`config.mk`:
```
export PLATFORM = sky130hd
export DESIGN_NAME = reloc_guard
export DESIGN_NICKNAME = d
export VERILOG_FILES = /design/src/rtl/reloc_pkg.sv /design/src/rtl/reloc_table.sv /design/src/rtl/reloc_check.sv /design/src/rtl/reloc_guard.sv
export SDC_FILE = /design/constraint.sdc
export NUM_CORES = 1
export LEC_CHECK = 0
export BUFFER_PORTS_ARGS = -buffer_cell sky130_fd_sc_hd__clkbuf_2
export CORE_ASPECT_RATIO = 1.4
export CORE_MARGIN = 10
export CORE_UTILIZATION = 59
export CTS_CLUSTER_DIAMETER = 100
export DETAILED_ROUTE_END_ITERATION = 8
export PLACE_DENSITY_LB_ADDON = 0.2
export SLEW_MARGIN = 20
export SYNTH_ARGS = -nofsm -noshare
export SYNTH_HDL_FRONTEND = slang
export SYNTH_SLANG_ARGS = --single-unit
```
`constraint.sdc`:
```
create_clock -name clk -period 5.1 [get_ports clk]
set_input_delay 1.02 -clock clk [delete_from_list [all_inputs] [get_ports clk]]
set_output_delay 1.02 -clock clk [all_outputs]
set_load 0.05 [all_outputs]
```
`src/rtl/reloc_pkg.sv`:
```
package reloc_pkg;
   typedef enum logic {
      FIELD_BASE  = 1'b0,
      FIELD_LIMIT = 1'b1
   } field_e;
endpackage

```
`src/rtl/reloc_table.sv`:
```
module reloc_table
   import reloc_pkg::*;
#(
   parameter int SEG_W    = 2,
   parameter int NUM_SEGS = 3,
   parameter int PHYS_W   = 20,
   parameter int LIM_W    = 17
) (
   input  logic              clk,
   input  logic              rst_n,
   input  logic              wr_en,
   input  logic [SEG_W-1:0]  wr_seg,
   input  field_e            wr_field,
   input  logic [PHYS_W-1:0] wr_data,
   input  logic [SEG_W-1:0]  rd_seg,
   output logic [PHYS_W-1:0] rd_base,
   output logic [LIM_W-1:0]  rd_limit,
   output logic              rd_present
);
   logic [PHYS_W-1:0] base_a  [NUM_SEGS];
   logic [LIM_W-1:0]  limit_a [NUM_SEGS];

   for (genvar i = 0; i < NUM_SEGS; i++) begin : g_ent
      logic [PHYS_W-1:0] base_r;
      logic [LIM_W-1:0]  limit_r;
      logic              hit;
      assign hit = wr_en && (wr_seg == SEG_W'(i));
      always_ff @(posedge clk) begin
         if (!rst_n) begin
            base_r  <= '0;
            limit_r <= '0;
         end else if (hit) begin
            if (wr_field == FIELD_BASE) base_r  <= wr_data;
            else                        limit_r <= wr_data[LIM_W-1:0];
         end
      end
      assign base_a[i]  = base_r;
      assign limit_a[i] = limit_r;
   end

   if (NUM_SEGS == (1 << SEG_W)) begin : g_full
      assign rd_present = 1'b1;
   end else begin : g_part
      assign rd_present = (int'(rd_seg) < NUM_SEGS);
   end

   always_comb begin
      rd_base  = '0;
      rd_limit = '0;
      for (int i = 0; i < NUM_SEGS; i++) begin
         if (rd_seg == SEG_W'(i)) begin
            rd_base  = base_a[i];
            rd_limit = limit_a[i];
         end
      end
   end
endmodule

```
`src/rtl/reloc_check.sv`:
```
module reloc_check #(
   parameter int SEG_W  = 2,
   parameter int OFS_W  = 16,
   parameter int PHYS_W = 20,
   parameter int LIM_W  = 17
) (
   input  logic              kernel,
   input  logic [SEG_W-1:0]  seg,
   input  logic [OFS_W-1:0]  ofs,
   input  logic [PHYS_W-1:0] base,
   input  logic [LIM_W-1:0]  limit,
   input  logic              present,
   output logic [PHYS_W-1:0] phys,
   output logic              fault
);
   logic in_range;
   assign in_range = ({1'b0, ofs} < limit);
   assign fault    = !kernel && !(present && in_range);
   assign phys     = kernel ? PHYS_W'({seg, ofs}) : (base + PHYS_W'(ofs));
endmodule

```
`src/rtl/reloc_guard.sv`:
```
module reloc_guard
   import reloc_pkg::*;
#(
   parameter int SEG_W    = 2,
   parameter int NUM_SEGS = 3,
   parameter int OFS_W    = 16,
   parameter int PHYS_W   = 20
) (
   input  logic              clk,
   input  logic              rst_n,
   input  logic              cfg_we,
   input  logic              cfg_kernel,
   input  logic [SEG_W-1:0]  cfg_seg,
   input  logic              cfg_field,
   input  logic [PHYS_W-1:0] cfg_data,
   input  logic              req_valid,
   input  logic              req_kernel,
   input  logic [SEG_W-1:0]  req_seg,
   input  logic [OFS_W-1:0]  req_ofs,
   output logic              rsp_valid,
   output logic [PHYS_W-1:0] rsp_addr,
   output logic              rsp_fault
);
   localparam int LIM_W = OFS_W + 1;

   if (NUM_SEGS < 1 || NUM_SEGS > (1 << SEG_W)) begin : g_bad_segs
      $error("NUM_SEGS must lie in 1..2**SEG_W");
   end
   if (PHYS_W < SEG_W + OFS_W || PHYS_W < LIM_W) begin : g_bad_phys
      $error("PHYS_W too narrow for flat kernel addresses or limits");
   end

   logic [PHYS_W-1:0] t_base;
   logic [LIM_W-1:0]  t_limit;
   logic              t_present;
   logic [PHYS_W-1:0] c_phys;
   logic              c_fault;

   reloc_table #(
      .SEG_W(SEG_W), .NUM_SEGS(NUM_SEGS), .PHYS_W(PHYS_W), .LIM_W(LIM_W)
   ) u_table (
      .clk(clk), .rst_n(rst_n),
      .wr_en(cfg_we && cfg_kernel),
      .wr_seg(cfg_seg),
      .wr_field(field_e'(cfg_field)),
      .wr_data(cfg_data),
      .rd_seg(req_seg),
      .rd_base(t_base), .rd_limit(t_limit), .rd_present(t_present)
   );

   reloc_check #(
      .SEG_W(SEG_W), .OFS_W(OFS_W), .PHYS_W(PHYS_W), .LIM_W(LIM_W)
   ) u_check (
      .kernel(req_kernel), .seg(req_seg), .ofs(req_ofs),
      .base(t_base), .limit(t_limit), .present(t_present),
      .phys(c_phys), .fault(c_fault)
   );

   always_ff @(posedge clk) begin
      if (!rst_n) begin
         rsp_valid <= 1'b0;
         rsp_fault <= 1'b0;
         rsp_addr  <= '0;
      end else begin
         rsp_valid <= req_valid && !c_fault;
         rsp_fault <= req_valid && c_fault;
         rsp_addr  <= (req_valid && !c_fault) ? c_phys : '0;
      end
   end
endmodule

```
==> Yosys cells after proc, flatten, opt, wreduce, memory -nomap -nowiden <==
Cells that the tools add are included.
{ "word_totals": {"out_inout_bits": 22, "latch_bits": 0, "ram_bits": 0, "mem_bits_ro": 0, "reg_bits": 133, "mem_count": 0, "word_cells": 48, "in_bits": 47} }
{ "op_classes": {"multipliers": 0, "n_addsub": 1, "bitwise_logic": 3, "n_reduce_logical": 21, "order_cmp": 2, "shifts": 0, "n_mux": 7, "div_mod_pow": 0, "n_eq_ne": 4} }
{ "ops": {"columns": ["op", "n"], "rows": [
  ["$mux W20", 3],
  ["$mux W17", 3],
  ["$add A20 B16 Y20", 1],
  ["$mux W18", 1],
  ["$lt A16 B17 Y1", 1],
  ["$reduce_and A2 Y1", 7],
  ["$logic_and A1 B1 Y1", 8],
  ["$eq A2 B1 Y1 const B", 2],
  ["$eq A2 B2 Y1 const B", 2],
  ["$logic_not A2 Y1", 2],
  ["$logic_not A1 Y1", 3],
  ["$not A1 Y1", 3],
  ["$reduce_or A3 Y1", 1],
  ["$lt A2 B2 Y1 const B", 1]
]} }

==> Depth between registers and ports, before layout <==
{ "logic_depth": {"ltp_word": 12, "mapped_depth": 15, "mapped_depth_nobuf": 12} }

==> Modules after synthesis <==
From an unflattened synthesis, not the netlist that was laid out.
{ "unflattened": {"cells_unflattened": 760, "area_unflattened_um2": 7154.4} }
{ "by_module_without_submodules": {"columns": ["module", "seq_area_each_um2", "n_inst", "cells_each", "area_per_inst_um2"], "rows": [
  ["reloc_table", 2222.1, 1, 475, 4772.1],
  ["reloc_check", 0.0, 1, 234, 1672.9],
  ["reloc_guard", 440.4, 1, 51, 709.4]
]} }

==> Worst setup path after synthesis <==
Ideal clock, no wire load.
{ "synth_path": {"path_kind": "input port to flip-flop", "from": "input port req_seg[1]", "to": "register rsp_addr[16]", "setup_time_ps": 76, "cell_stages": 14, "arrival_ps": 4099, "setup_slack_ps": 926, "n_path_buf": 3, "required_ps": 5024, "path_cell_list": "buf_2 buf_2 buf_1 mux2i_1 o21ai_0 ha_1 inv_1 fa_1 nor2b_1 o211ai_1 a2111oi_2 nor2_1 or4_1 a31oi_1"} }
{ "synth_between": {"elab_chain_len": 11, "elab_cells_between_ends": 19, "classes_between": "1 x add/sub; 2 x order compare; 2 x eq/ne; 7 x mux; 7 x reduce/logical"} }
{ "synth_rtl": {"columns": ["item", "line", "text"], "rows": [
  ["from (decl)", "reloc_guard.sv:18", "input logic [SEG_W-1:0] req_seg,"],
  ["$logic_not A2 Y1", "reloc_table.sv:51", "if (rd_seg == SEG_W'(i)) begin"],
  ["$mux W17 (3 in a row)", "reloc_table.sv:51", null],
  ["$lt A16 B17 Y1", "reloc_check.sv:17", "assign in_range = ({1'b0, ofs} < limit);"],
  ["$logic_and A1 B1 Y1", "reloc_check.sv:18", "assign fault = !kernel && !(present && in_range);"],
  ["$logic_not A1 Y1", "reloc_check.sv:18", null],
  ["$logic_and A1 B1 Y1", "reloc_check.sv:18", null],
  ["$logic_not A1 Y1", "reloc_guard.sv:67", "rsp_addr <= (req_valid && !c_fault) ? c_phys : '0;"],
  ["$logic_and A1 B1 Y1", "reloc_guard.sv:67", null],
  ["$reduce_and A2 Y1 (no line)", null, null],
  ["to (signal assigned)", "reloc_guard.sv:67", null],
  ["to (decl)", "reloc_guard.sv:21", "output logic [PHYS_W-1:0] rsp_addr,"]
]} }
Parallel ways exist; a longest one is shown, timed or not.
A chain may end at the register's enable or synchronous reset.

==> Worst setup path in the final report <==
Ends and elaborated chain as after synthesis.

==> metrics <==
adder-cell area share of the yosys netlist 5.94%; Net Count, Synth 924; starting density of the core 60.3%; Mapped Area 6870 um2; Fin Clk Skew 0.0104 ns; number of global-route vias before repair 6006; wire per inst 18.1 um; # IOs 69; main area contributors after synthesis dfxtp_1 (39%), nand2_1 (14%), a21boi_0 (12%), mux2i_1 (6.3%), ha_1 (5.6%); Synth Area in Compound Gates 23.1%; setup violators final 0; Core ar. 11400 um2; TNS Setup 0 ns; Worst Max-Slew Pin Slew 1.01 ns; first-iteration detailed-routing DRC count 417; status completed; RSZ-0062 raised after global routing false; fin crit period 3.81 ns; share of the synthesized area in the top cell type 38.8%; achievable frequency 263 MHz; Seq/Total Area, Yosys 38.8%; Final GP Congestion 0.889; TritonCTS buffer count 17; Synth area leader dfxtp_1; Clock transition at path regs 0.06 ns; Critical Path RT 5.44 ns; die height 148 um; Leakage 3.06 nW; clock sink count 133; CP peak stage delay 0.52 ns; XOR/XNOR Fraction of Synth Area 1.40%; utilization after layout 69.3%; Die X 111 um; fraction of layout cells with a size suffix above 1 13.7%; library cells used by synthesis 53; commonest non-fill, non-tap cell in the layout nand2_1; fin. max-slew vios 0; vias post-DR 6153; hpwl dp 12800 um; flops & latches, synth 133; CP arrival 4.15 ns; Final Cycle Share 74.6%; commonest non-fill, non-tap cells in the layout nand2_1 (264), dfxtp_1 (133), a21boi_0 (112), clkbuf_2 (68), mux2i_1 (43); EDFF count, synth 0; post-cts sizing count 0; largest family of logic cells by synthesized area compound AO/OA/AOI/OAI gates; post-synthesis mux area share 6.59%; Power per Cell Area 325 nW/um2; Post-synth top flop dfxtp_1; Clock Latency Late Sink 0.42 ns; Peak VDD IR 263 uV; Post-CTS Hold Fix Bufs 0; Pre-antenna DRT Iters 7; syn_area_per_cell 8.13 um2; CTS H-tree depth 4; Hold Fails Final Rpt 0; post-route cell area 7900 um2; initial antenna violation count 0; max cap viols 0; endpoint kind of the worst setup timing path flip-flop; Post-DP Area 7280 um2; Synth Warn # 0; clk root buf clkbuf_16; I/O Buffers 68; CP Launch Type input pin; Antenna diodes 0; global-route wire length before repair 30200 um; GRT Total Usage 22.4%; Mapped Cells 845; Routed WL 18900 um; post-route ant nets 0; Post-synth ARST share 0%; CP max-delay cell or4_1; kind of critical path input pin to flip-flop; num rows 46; Residual DRC 0; Simple-Gate Fraction of Synth Area 21.0%; Worst Path Max Fanout 35; via density per instance 5.90; Clock Path Buffers 2; worst hold path class flip-flop to flip-flop; CTS tree built; GRT overflow 0; Area Overhead vs Synth 14.9%; Post-CTS Setup Repair Bufs 0; Slew Limit Headroom 32.3%; Final #Nets 965; largest net degree at the start of global routing 112; worst-path cell chain clkbuf_2 > nor2b_2 > buf_4 > nand2_1 > o21ai_0 > inv_1 > fa_1 > nor2b_1 > o211ai_1 > a2111oi_2 > nor2_1 > or4_1 > a31oi_1; die area 16400 um2
==> critical path, delay by kind of cell <==
family / cells / cell delay [ns]
buffers and inverters: 3 / 0.62
adder cells (fa/ha/maj): 1 / 0.45
AND/OR/NAND/NOR: 5 / 1.13
AO/OA/AOI/OAI: 4 / 0.92
==> area by class of cell <==
cell class | count | area (um2)
clock buffer | 19 | 443
clock inverter | 13 | 171
fill | 980 | 3500
inverter | 6 | 22.5
multi-input combinational | 654 | 4020
sequential | 133 | 2660
tap | 144 | 180
timing repair buffer | 74 | 398
==> metrics by stage <==
| stage | total power, mW | worst slack, ns | std cells | hold slack (ns) |
|---|---|---|---|---|
| floorplan | 1.24 | 0.926 | 845 | 0.439 |
| global placement | 1.31 | 1.15 | 1011 | 0.450 |
| detailed placement | 1.32 | 0.897 | 1011 | 0.460 |
| CTS | 2.57 | 1.32 | 1043 | 0.467 |
| global route | 2.64 | 1.18 | 1043 | 0.481 |
| finish | 2.57 | 1.29 | 1043 | 0.467 |
==> final timing paths <==
check | from | end | slack, ns | cells after the start
min | u_table.g_ent[2].limit_r[0] | u_table.g_ent[2].limit_r[0] | 0.47 | 2
max | req_seg[1] | rsp_addr[16] | 1.29 | 13
min reg2reg | u_table.g_ent[2].limit_r[0] | u_table.g_ent[2].limit_r[0] | 0.47 | 2
max reg2reg | u_table.g_ent[0].base_r[0] | rsp_addr[16] | 2.11 | 11
==> kinds of logic (layout without fill, tap and decap cells) <==
kind of cell | after synthesis | count (layout)
AOI/OAI and AO/OA | 222 | 222
DFF | 133 | 133
xor gates and xnor gates | 11 | 11
adders and majority gates | 32 | 32
buffers and inverters | 58 | 112
and+or+nand+nor | 344 | 344
muxes | 45 | 45
==> synth_stat cells, types with 5 or more instances <==
cell / n
a211oi_1: 5
a21boi_0: 112
a21o_1: 12
a21oi_1: 32
and3_1: 5
clkbuf_1: 45
dfxtp_1: 133
ha_1: 31
inv_1: 6
mux2i_1: 43
nand2_1: 264
nand3_1: 9
nor2_1: 28
nor2b_1: 6
nor3b_1: 5
o21ai_0: 32
xor2_1: 7
==> routing by layer <==
metal | vias to the layer above | wire length [um] | global-route usage [%]
li1 | 2984 | - | -
met1 | 2937 | 7950 | 25.9
met2 | 199 | 9470 | 38.5
met3 | 33 | 1150 | 5.87
met4 | 0 | 348 | 8.57
met5 | - | 0 | 0
==> power by group <==
part | total [mW] | switching (mW) | internal [mW]
sequential | 1.06 | 0.00715 | 1.06
clock | 1.27 | 0.479 | 0.790
combinational | 0.234 | 0.153 | 0.0811
==> flip-flops by register name, summed over array words and instances, names as in the netlist <==
| name | flops |
|---|---|
| rsp_addr | 20 |
| rsp_valid | 1 |
| u_table.g_ent.limit_r | 51 |
| rsp_fault | 1 |
| u_table.g_ent.base_r | 60 |
No activity file was read; power rests on OpenSTA's default activity.
